===== config.mk =====
export PLATFORM = sky130hd
export DESIGN_NAME = cc4_unit
export DESIGN_NICKNAME = d
export VERILOG_FILES = /design/src/rtl/cc4_pkg.sv /design/src/rtl/cc4_decode.sv /design/src/rtl/cc4_addsub.sv /design/src/rtl/cc4_bitlogic.sv /design/src/rtl/cc4_unit.sv
export SDC_FILE = /design/constraint.sdc
export NUM_CORES = 1
export LEC_CHECK = 0
export CAP_MARGIN = 20
export CORE_UTILIZATION = 40
export DETAILED_ROUTE_END_ITERATION = 7
export PLACE_DENSITY = 0.72
export SETUP_SLACK_MARGIN = 0.05
export SLEW_MARGIN = 0
export SYNTH_ARGS = -nofsm -noshare
export SYNTH_HDL_FRONTEND = slang
export SYNTH_SLANG_ARGS = --single-unit

===== constraint.sdc =====
create_clock -name vclk -period 9.8
set_clock_uncertainty 0.2 [all_clocks]
set_input_delay 1.96 -clock vclk [all_inputs]
set_output_delay 1.96 -clock vclk [all_outputs]
set_load 0.01 [all_outputs]

===== src/rtl/cc4_pkg.sv =====
package cc4_pkg;

   typedef enum logic [2:0] {
      K_NONE,
      K_ARITH,
      K_SELECT,
      K_SELECT_INV,
      K_SORT
   } cc4_kind_e;

   typedef struct packed {
      cc4_kind_e kind;
      logic      is_sub;
      logic      use_in;
      logic      use_out;
      logic      is_signed;
   } cc4_ctrl_t;

   localparam logic [7:0] OP_ARITH_LAST = 8'h0B;
   localparam logic [7:0] OP_SUB_FIRST  = 8'h06;
   localparam logic [7:0] OP_SELECT     = 8'h10;
   localparam logic [7:0] OP_SELECT_INV = 8'h11;
   localparam logic [7:0] OP_SORT_S     = 8'h12;
   localparam logic [7:0] OP_SORT_U     = 8'h13;

endpackage


===== src/rtl/cc4_decode.sv =====
module cc4_decode
   import cc4_pkg::*;
(
   input  logic [7:0] sub_op,
   output cc4_ctrl_t  ctl
);

   logic [3:0] variant;

   always_comb begin
      ctl.kind      = K_NONE;
      ctl.is_sub    = 1'b0;
      ctl.use_in    = 1'b0;
      ctl.use_out   = 1'b0;
      ctl.is_signed = 1'b0;
      variant       = 4'd0;
      if (sub_op <= OP_ARITH_LAST) begin
         ctl.kind   = K_ARITH;
         ctl.is_sub = (sub_op >= OP_SUB_FIRST);
         variant    = ctl.is_sub ? (sub_op[3:0] - 4'd6) : sub_op[3:0];
         ctl.is_signed = (variant < 4'd3);
         case (variant)
            4'd0, 4'd3: begin ctl.use_in = 1'b1; ctl.use_out = 1'b0; end
            4'd1, 4'd4: begin ctl.use_in = 1'b0; ctl.use_out = 1'b1; end
            default:    begin ctl.use_in = 1'b1; ctl.use_out = 1'b1; end
         endcase
      end else begin
         case (sub_op)
            OP_SELECT:     ctl.kind = K_SELECT;
            OP_SELECT_INV: ctl.kind = K_SELECT_INV;
            OP_SORT_S:     begin ctl.kind = K_SORT; ctl.is_signed = 1'b1; end
            OP_SORT_U:     ctl.kind = K_SORT;
            default:       ctl.kind = K_NONE;
         endcase
      end
   end

endmodule


===== src/rtl/cc4_addsub.sv =====
module cc4_addsub #(
   parameter int W = 32
) (
   input  logic         sub,
   input  logic         carry_bit,
   input  logic [W-1:0] x,
   input  logic [W-1:0] y,
   output logic [W-1:0] sum,
   output logic         carry_out,
   output logic         ovf
);

   localparam int LOW_W = W - 1;

   logic [W-1:0]   y_eff;
   logic           cin_eff;
   logic [LOW_W:0] low_part;
   logic [W:0]     full;

   always_comb begin
      y_eff    = sub ? ~y : y;
      cin_eff  = sub ? ~carry_bit : carry_bit;
      low_part = {1'b0, x[LOW_W-1:0]} + {1'b0, y_eff[LOW_W-1:0]} + {{LOW_W{1'b0}}, cin_eff};
      full     = {1'b0, x} + {1'b0, y_eff} + {{W{1'b0}}, cin_eff};
      sum       = full[W-1:0];
      carry_out = full[W];
      ovf       = low_part[LOW_W] ^ full[W];
   end

endmodule


===== src/rtl/cc4_bitlogic.sv =====
module cc4_bitlogic #(
   parameter int W = 32
) (
   input  logic         invert,
   input  logic         sort_signed,
   input  logic [W-1:0] mask,
   input  logic [W-1:0] c,
   input  logic [W-1:0] d,
   output logic [W-1:0] sel_y,
   output logic [W-1:0] max_y,
   output logic [W-1:0] min_y
);

   logic [W-1:0] eff_mask;
   logic         c_less;

   assign eff_mask = invert ? ~mask : mask;

   for (genvar i = 0; i < W; i++) begin : g_bit
      assign sel_y[i] = eff_mask[i] ? d[i] : c[i];
   end

   always_comb begin
      c_less = sort_signed ? ($signed(c) < $signed(d)) : (c < d);
      max_y  = c_less ? d : c;
      min_y  = c_less ? c : d;
   end

   always_comb begin
      assert (((sel_y ^ c) & (sel_y ^ d)) == '0) else $error("AST_SEL_FROM_SOURCES");
      assert ((max_y == c && min_y == d) || (max_y == d && min_y == c)) else $error("AST_SORT_KEEPS_PAIR");
   end

endmodule


===== src/rtl/cc4_unit.sv =====
module cc4_unit
   import cc4_pkg::*;
#(
   parameter int W = 32
) (
   input  logic [7:0]   sub_op,
   input  logic [W-1:0] b_val,
   input  logic [W-1:0] c_val,
   input  logic [W-1:0] d_val,
   output logic [W-1:0] pri_data,
   output logic         pri_we,
   output logic [W-1:0] sec_data,
   output logic         sec_we,
   output logic         sec_to_d,
   output logic         illegal
);

   if (W < 2) begin : g_bad_width
      $error("cc4_unit: W must be at least 2");
   end

   cc4_ctrl_t    ctl;
   logic [W-1:0] as_sum;
   logic         as_cout;
   logic         as_ovf;
   logic         flag;
   logic [W-1:0] sel_y;
   logic [W-1:0] max_y;
   logic [W-1:0] min_y;

   cc4_decode u_dec (
      .sub_op (sub_op),
      .ctl    (ctl)
   );

   cc4_addsub #(.W(W)) u_as (
      .sub       (ctl.is_sub),
      .carry_bit (ctl.use_in & d_val[0]),
      .x         (b_val),
      .y         (c_val),
      .sum       (as_sum),
      .carry_out (as_cout),
      .ovf       (as_ovf)
   );

   cc4_bitlogic #(.W(W)) u_bl (
      .invert      (ctl.kind == K_SELECT_INV),
      .sort_signed (ctl.is_signed),
      .mask        (b_val),
      .c           (c_val),
      .d           (d_val),
      .sel_y       (sel_y),
      .max_y       (max_y),
      .min_y       (min_y)
   );

   assign flag = ctl.is_signed ? as_ovf : (ctl.is_sub ? ~as_cout : as_cout);

   always_comb begin
      pri_data = '0;
      pri_we   = 1'b0;
      sec_data = '0;
      sec_we   = 1'b0;
      sec_to_d = 1'b0;
      illegal  = 1'b0;
      case (ctl.kind)
         K_ARITH: begin
            pri_data = as_sum;
            pri_we   = 1'b1;
            sec_data = {{(W-1){1'b0}}, flag};
            sec_we   = ctl.use_out;
            sec_to_d = ctl.use_out;
         end
         K_SELECT, K_SELECT_INV: begin
            pri_data = sel_y;
            pri_we   = 1'b1;
         end
         K_SORT: begin
            pri_data = max_y;
            pri_we   = 1'b1;
            sec_data = min_y;
            sec_we   = 1'b1;
         end
         default: illegal = 1'b1;
      endcase
   end

   always_comb begin
      assert (!(illegal && (pri_we || sec_we))) else $error("AST_ILLEGAL_NO_WRITE");
      assert (!(sec_we && sec_to_d) || (sec_data[W-1:1] == '0)) else $error("AST_FLAG_ONE_BIT");
      assert (pri_we == !illegal) else $error("AST_LEGAL_WRITES");
      assert (!(sec_we && !sec_to_d) || (ctl.kind == K_SORT)) else $error("AST_SEC_TO_B_ONLY_SORT");
   end

endmodule


Word-level counts from Yosys, hierarchy flattened
Cells that the tools add are included.

Bits in read-only memories: 0. Bits in writable memories: 0. Register bits after elaboration: 0. Memories kept: 0. Word-level logic and storage cells: 86. Bits of input ports: 104. Output and inout port bits: 68. Latch bits: 0.

Bitwise operators: 6. Order comparisons: 5. Reductions and logical operators: 6. Div/mod/pow operators: 0. Add/subtract/negate cells: 5. Mux-type cells: 53. Multipliers: 0. Eq/ne operators: 11. Shift-type cells: 0.

Operators by type and width (count): 32-bit two-way mux (4); 32-bit one-hot mux with 3 select lines (1); 32-bit < comparator (2); 32-bit inverter (2); 32-bit one-hot mux with 2 select lines (1); 1-bit two-way mux (41); 32-bit by 32-bit adder with 33-bit output (1); 33-bit by 1-bit adder with 33-bit output (1); 31-bit by 31-bit adder with 32-bit output (1); 32-bit by 1-bit adder with 32-bit output (1); 8-bit by 5-bit == test with 1-bit output, second input constant (4); 3-bit one-hot mux with 3 select lines (1); 8-bit by 3-bit greater-or-equal comparator with 1-bit output, second input constant (1); 8-bit by 4-bit <= comparator with 1-bit output, second input constant (1); 2-bit OR reduction (4); 3-bit by 2-bit == test with 1-bit output, second input constant (2); 3-bit two-way mux (2); 4-bit by 1-bit == test with 1-bit output, second input constant (1); 4-bit by 2-bit == test with 1-bit output, second input constant (1); 4-bit by 3-bit == test with 1-bit output, second input constant (1); 4-bit zero test (1); 4-bit by 2-bit < comparator with 1-bit output, second input constant (1); 4-bit two-way mux (1); 2-bit one-hot mux with 2 select lines (1); 8 further kinds (9).

Longest topological paths before layout
Gate-level depths: netlist of the first run.

Depth after elaboration: 14. Depth in mapped cells: 18. Mapped depth without buffers: 18.

Cells and area by module
Synthesis of the first run repeated with hierarchy kept, for this count alone.

Cells, all modules: 780. Area, all modules: 5544.1 um2.

By module, submodules not included: cc4_bitlogic (sequential area each 0.0 um2, area an instance 2280.9 um2, cells an instance 283, times used 1); cc4_addsub (sequential area each 0.0 um2, area an instance 2031.9 um2, cells an instance 289, times used 1); cc4_unit (sequential area each 0.0 um2, area an instance 939.7 um2, cells an instance 160, times used 1); cc4_decode (sequential area each 0.0 um2, area an instance 291.5 um2, cells an instance 48, times used 1).

Least setup slack after synthesis of the first run
Ideal clock, no wire load.

Path kind: input -> output. Start point: input sub_op[4]. End point: output pri_data[14]. Data required time: 7.640 ns. Arrival: 5.825 ns. Path buffers: 1. Cell stages on the path: 17. Setup slack: 1.815 ns. Path through: or4_1 > clkbuf_1 > nor2_1 > o41ai_1 > mux2_2 > o21ai_0 > a211oi_1 > fa_1 > fa_1 > a21oi_1 > o211ai_2 > a211oi_1 > o21bai_1 > a2111o_1 > a31oi_1 > xnor2_1 > a221o_1.

Longest elaborated chain between the ends: 11. Elaborated cells on any way between the ends: 37. Those cells by class: 2 x add/sub; 3 x order compare; 11 x eq/ne; 14 x mux; 2 x bitwise; 5 x reduce/logical.

Ends and longest elaborated chain: from (decl) (RTL line cc4_unit.sv:6) `input logic [7:0] sub_op,`; parallel branches: the longest is 10 deep, another holds 32-bit by 32-bit adder with 33-bit output; 32-bit one-hot mux with 3 select lines * (RTL line cc4_unit.sv:66) `case (ctl.kind)`; to (decl) (RTL line cc4_unit.sv:10) `output logic [W-1:0] pri_data,`.

Every way passes the cells marked *.

Final worst setup path of the first run
Start point: input sub_op[4]. End point: output sec_data[0].

Longest elaborated chain between the ends: 14. Elaborated cells on any way between the ends: 38. Those cells by class: 4 x add/sub; 3 x order compare; 9 x eq/ne; 14 x mux; 4 x bitwise; 4 x reduce/logical.

Ends and longest elaborated chain: parallel branches: the longest is 13 deep, another holds 32-bit by 32-bit adder with 33-bit output; 32-bit one-hot mux with 2 select lines * (RTL line cc4_unit.sv:66); to (decl) (RTL line cc4_unit.sv:12) `output logic [W-1:0] sec_data,`.

Marked as above.

==> results list, run 1 <==
* Transition at the pin with the smallest max-transition slack: 0.9908 ns
- The number of pins with negative max-slew slack in the final report came to 0.
- Warnings, synthesis: 0
* Sequential fraction of the synthesis area: 0%
* Dpl hpwl: 14290 µm
- In this run the post-CTS setup repair buffer count came out at 0.
- The die covers 12920 µm².
- Of the total power, the share spent switching nets is 55.42%.
* Met2 Resource Use GR: 47.44%
* Critical path endpoint category: output port
- Power per cell area: 54.02 nW/µm²
- Core region area: 12060 µm²
* Number of nets produced by synthesis: 919
- met2 is the most crowded layer.
* Overflow left after global routing: 0
- In this run the most critical hold path is launched from d_val[8].
- The routed design has 18080 µm of wire.
- For this configuration, the core starts out at a cell density of 41.35%.
* Global Route Usage Sum: 27.15%
- Delay of the slowest cell on the worst path: 0.69 ns
- Kind of path behind the tightest hold check: in2out
* Row Count: 40
* Final Instance Count excl. Fillers: 1066
* Critical path launch point: sub_op[4]
* Critical path buffers and inverters: 2
- Outcome: finished clean
- Count of pins on the block boundary: 172
- Traced cell by cell, the critical path runs through clkdlybuf4s50_1, or4_1, nor2_1, o41ai_1, mux2_2, o21ai_0, o21ai_0, a211oi_1, fa_1, fa_1, a21oi_1, o211ai_2, nand3_1, a2111oi_2, nor3_1, o41ai_2, xnor2_1, o22ai_1, clkdlybuf4s50_1.
- Wire length of the first global-routing pass: 28860 µm
- The slowest stage of the critical path is the sky130_fd_sc_hd__or4_1 cell.
* # hold bufs at CTS: 0
- Hold Vio Cnt, Final: 0
- Cell count after synthesis: 750
- Layout cell share with drive strength beyond 1: 5.011%
* Mean instance size in the synthesized netlist: 6.650 µm²
- Cell family with the largest share of critical-path delay: compound AO/OA/AOI/OAI gates
- The critical path in this run is classified as in2out.
* Remaining number of nets flagged by the antenna check after routing: 0
- Top cell type by total area after synthesis: sky130_fd_sc_hd__ha_1
* Pin count of the biggest net entering global routing: 43
- The netlist uses 70 different library cells.
- Unrepaired setup endpoints after global routing: false
* Post-Layout Inst Area: 6869 µm²
- From synthesis to final layout, the design area changed by 37.73%.
- Per report_power, the combinational group accounts for 100.0% of the total.
* Per-cell routed wire length: 16.96 µm
- Max Cap Violations: 0
* Iter 0 DRT Violations: 341
- Met3 Use GR: 2.816%
- At the end of the flow, the number of nets in the layout was 1069.
* Vertical die dimension: 113.7 µm
- Setup-violating endpoint count in the final report: 0
- Sequential cells burn 0% of the power.
* Clock tree buffer count of the final layout: 0
* Post-placement cell count: 1066
- Cell area reported after detailed placement: 6869 µm²
* Largest cells by area after synthesis: sky130_fd_sc_hd__ha_1, sky130_fd_sc_hd__a21oi_1, sky130_fd_sc_hd__xnor2_1
* Min setup slack post-route: 0.3965 ns
- GPL Wtd Cong: 0.9137
- Worst Path Required: 7.64 ns
- The internal power of the cells totals 0.1654 mW.
- STA classifies the critical path startpoint as an input pin.
- Once the clock tree was built, the resizer swapped 0 gates to a different size.
- Prior to clock tree synthesis, the placed netlist has a worst setup slack of 0.4328 ns.
- Summing over every cut layer, the via total after detailed routing is 6115.
- Data arrives at the worst endpoint at 7.24 ns.
* Clock network fraction of total power: 0%
* Maximum operating frequency: 0.1063 GHz
- After synthesis the cells add up to 4987 µm².
- The worst path needs 9.404 ns of the cycle, external delays included.
* Top cells by instance count after synthesis: sky130_fd_sc_hd__a21oi_1, sky130_fd_sc_hd__nand2_1, sky130_fd_sc_hd__ha_1, sky130_fd_sc_hd__xnor2_1, sky130_fd_sc_hd__nor2_1
* GR Layer Usage met1: 36.82%
* Fraction of post-synthesis cell area in the top cell type by area: 15.81%
* Final period utilization: 95.95%
* Buffers on Ports: 172
- Flip-flop and latch count: 0
- Final hold analysis gives a worst-case slack of 4.727 ns.
- Remaining design rule violation count: 0
* Post-layout power: 0.3711 mW
* Leakage power of the design: 2.872 nW
* Width of the chip: 113.7 µm
* Pre-Repair DR Iteration Count: 5
- Net switching power: 0.2057 mW
- In this run the worst path has a maximum fanout of 5.
* Setup TNS: 0 ns
* Number of antenna violations at the first check in global routing: 0
- Vias in the first global route: 5571
- Final core occ: 56.95%
- Summing all flip-flop and latch instances after layout gives 0 µm².
- Worst slew margin: 33.95%
- 0 antenna diodes ended up in the layout.
* Peak supply drop: 0.00002406 V
- Count leader, synth: sky130_fd_sc_hd__a21oi_1
- In the routed layout, each cell is associated on average with a via count of 5.736.
==> power groups by stage <==
stage / clock network (mW) / registers [mW] / logic (mW)
global route: 0 / 0 / 0.407
CTS: 0 / 0 / 0.369
global placement: 0 / 0 / 0.364
floorplan: 0 / 0 / 0.242
detailed placement: 0 / 0 / 0.367
finish: 0 / 0 / 0.371
==> worst paths after layout <==
kind / to / slack, ns / depth (start not counted)
max: sec_data[0] / 0.40 / 19
min: sec_data[8] / 4.73 / 4
==> cells in the final DEF, fill, tap and decap left out, types with 14 or more instances in the layout <==
cell type	instances
sky130_fd_sc_hd__xnor2_1	52
sky130_fd_sc_hd__mux2i_1	16
sky130_fd_sc_hd__ha_1	63
sky130_fd_sc_hd__buf_4	14
sky130_fd_sc_hd__nand3_1	30
sky130_fd_sc_hd__nor2_1	45
sky130_fd_sc_hd__o21ai_0	30
sky130_fd_sc_hd__a21o_1	15
sky130_fd_sc_hd__clkdlybuf4s50_1	171
sky130_fd_sc_hd__o22ai_1	14
sky130_fd_sc_hd__nand2_1	98
sky130_fd_sc_hd__xor2_1	43
sky130_fd_sc_hd__inv_1	45
sky130_fd_sc_hd__a21oi_1	101
==> area by class of cell <==
cell class         count  area [µm²]
well taps            168       210.2
multi-input cells    666        4648
inverters             45       168.9
fillers             1204        5192
repair buffers       187        1842
==> routing by layer <==
metal	share of wire, %	wire length (µm)	vias to the layer above
li1	-	-	3033
met4	1.2	223	0
met3	6.8	1221	16
met1	45	8164	2828
met5	0	0	-
met2	47	8469	238
==> cells by family after synthesis <==
| group | Yosys count | synth area share, % |
|---|---|---|
| AOI/OAI and AO/OA | 255 | 33.97 |
| and+or+nand+nor | 231 | 21.17 |
| xor gates and xnor gates | 97 | 17.41 |
| buffers and inverters | 84 | 7.175 |
| adders and majority gates | 65 | 16.61 |
| muxes | 18 | 3.663 |
Power figures use the tool's default switching activity.
==> run 2: changes to the inputs <==
CORE_UTILIZATION = 27   (was 40)
PLACE_DENSITY = default   (was 0.72)
==> results list, run 2 (synthesis gave the netlist of run 1 again) <==
- The global-route usage over all layers is 20.07% (-7.1 points).
* Most frequent standard cell in the layout excluding fill and tap cells: sky130_fd_sc_hd__clkdlybuf4s50_1
- The number of maximum-capacitance violations was 0 (unchanged).
* Remaining number of nets flagged by the antenna check after routing: 0 (unchanged)
- By startpoint and endpoint, the worst setup path is classified as in2out.
- The transition at the pin with the smallest max-transition slack came to 0.9311 ns (-0.05969 ns).
* Per-cell routed wire length: 17.07 µm (+0.65%)
* Area growth syn-to-layout: 39.69%
* Layout cell share with drive strength beyond 1: 5.451% (+0.44 points)
- The area of the core was 18020 µm² (+49%).
- Number of antenna violations at the first check in global routing: 0 (unchanged)
* Final Max Tran Viols: 0 (unchanged)
- Final core occ: 38.65% (-18 points)
* Critical path endpoint category: output port
- The via count of the routed design was 6024 (-1.5%).
- The number of clock buffers in the layout came to 0 (unchanged).
* Setup TNS: 0 ns (unchanged)
- The number of gates given a new drive strength after cts was 0 (unchanged).
- Post-layout power: 0.3717 mW (+0.15%)
- Worst slew margin: 37.83% (+3.9 points)
- Unrepaired setup endpoints after global routing: false
- Vias in the first global route: 5779 (+3.7%)
* Hold Vio Cnt, Final: 0 (unchanged)
- The post-detailed-routing wire length is 19250 µm (+6.5%).
- Width of the chip: 137.9 µm (+21%)
* Flip-flop and latch count: 0 (unchanged)
* Commonest cells after routing, fill and taps aside: sky130_fd_sc_hd__clkdlybuf4s50_1, sky130_fd_sc_hd__a21oi_1, sky130_fd_sc_hd__nand2_1
- Worst Path Required: 7.64 ns (about the same)
* Outcome: finished clean
* Die Area: 19020 µm² (+47%)
* FF/Latch Area: 0 µm² (unchanged)
* Iter 0 DRT Violations: 363 (+6.5%)
* Remaining design rule violation count: 0 (unchanged)
* Min cycle time layout: 9.259 ns (-0.1448 ns)
- The HPWL reported at the end of detailed placement came to 15360 µm (+7.5%).
- The global-route wire length before repair was 30550 µm (+5.9%).
* Power per cell area: 53.35 nW/µm² (-1.2%)
* Cell area reported after detailed placement: 6939 µm² (+1.0%)
- The tightest min-delay check is of the in2out type.
- Setup-violating endpoint count in the final report: 0 (unchanged)
- Sort of element at the start of the critical path: input pin
* Mean number of vias per cell: 5.340 (-6.9%)
* Leakage power of the design: 2.876 nW (+0.13%)
- The remaining global-route overflow is 0 (unchanged).
- The count of input and output buffers is 172 (unchanged).
* Pin count of the biggest net entering global routing: 47 (+9.3%)
- The peak clock frequency supported by timing was 0.1080 GHz (+1.6%).
- Pre-Repair DR Iteration Count: 5 (unchanged)
- The boundary pin count is 172 (unchanged).
* Worst Hold Slack: 4.721 ns (-0.005530 ns)
- The net count of the finished layout came to 1070 (+0.094%).
- The peak supply drop was 0.00002165 V (-10%).
- Vertical die dimension: 137.9 µm (+21%)
* Starting utilization of the core area: 27.67% (-14 points)
* Row Count: 49 (+23%)
* Number of diodes added for antenna fixing: 0 (unchanged)
- The post-route clock period utilization came to 94.48% (-1.5 points).
- The hold buffer count at cts is 0 (unchanged).
* Fillers: 1986 (+65%)
* Largest driver fanout on the critical path: 4 (-1)
- Setup Fix Bufs, Post-CTS: 0 (unchanged)
* GPL Wtd Cong: 0.8584 (-6.1%)
- Critical path arrival: 7.10 ns (-0.14 ns)
- Post-Layout Inst Area: 6967 µm² (+1.4%)
==> run 2: cell count changes in the layout (fill, tap and decap cells not counted), sizes merged <==
cell,change
buf,+1
==> run 2: per-stage QoR <==
| step | setup WS (ns) | std cells |
|---|---|---|
| 3_3_place_gp | 0.4287 | 1128 |
| 2_1_floorplan | 1.815 | 750 |
| 4_1_cts | 0.2698 | 1128 |
| 6_report | 0.5413 | 1128 |
| 3_5_place_dp | 0.2948 | 1128 |
| 5_1_grt | 0.1633 | 1128 |
==> run 2: final cells by class <==
class,count,area [µm²],area share (%)
multi-input cells,666,4674,67.10
repair buffers,188,1837,26.36
well taps,229,286.5,4.113
inverters,45,168.9,2.425
==> run 2: worst paths after layout <==
| path | endpoint | cells past startpoint | slack (ns) | from |
|---|---|---|---|---|
| worst max-delay path | sec_data[0] | 19 | 0.54 | sub_op[4] |
| worst min-delay path | sec_data[10] | 4 | 4.72 | d_val[10] |
==> run 2: power by group <==
part	switching (mW)	internal (mW)	total (mW)
sequential	0	0	0
clock	0	0	0
combinational	0.207	0.164	0.372
total	0.207	0.164	0.372
==> run 2: worst max-delay path, cell delays in order <==
cell and delay (ns):
sky130_fd_sc_hd__clkdlybuf4s50_1 0.46, sky130_fd_sc_hd__nor4_2 0.48, sky130_fd_sc_hd__a21oi_1 0.13, sky130_fd_sc_hd__o31a_1 0.30, sky130_fd_sc_hd__mux2_2 0.27, sky130_fd_sc_hd__o21ai_0 0.13
sky130_fd_sc_hd__o21ai_0 0.10, sky130_fd_sc_hd__a211oi_1 0.33, sky130_fd_sc_hd__fa_1 0.28, sky130_fd_sc_hd__fa_1 0.22, sky130_fd_sc_hd__a21oi_1 0.11, sky130_fd_sc_hd__o211ai_2 0.30
sky130_fd_sc_hd__nand3_2 0.19, sky130_fd_sc_hd__a2111oi_4 0.36, sky130_fd_sc_hd__nor3_1 0.16, sky130_fd_sc_hd__o41ai_2 0.38, sky130_fd_sc_hd__xnor2_1 0.18, sky130_fd_sc_hd__o22ai_1 0.19
sky130_fd_sc_hd__clkdlybuf4s50_1 0.57
==> run 2: per-layer routing <==
| layer | wire (µm) | track usage, % | part of all wire [%] | up-vias |
|---|---|---|---|---|
| li1 | - | - | - | 3026 |
| met1 | 8805 | 26.58 | 46 | 2773 |
| met2 | 8842 | 35.00 | 46 | 198 |
| met3 | 1216 | 2.120 | 6.3 | 27 |
| met4 | 388 | 3.744 | 2.0 | 0 |
| met5 | 0 | 0 | 0 | - |
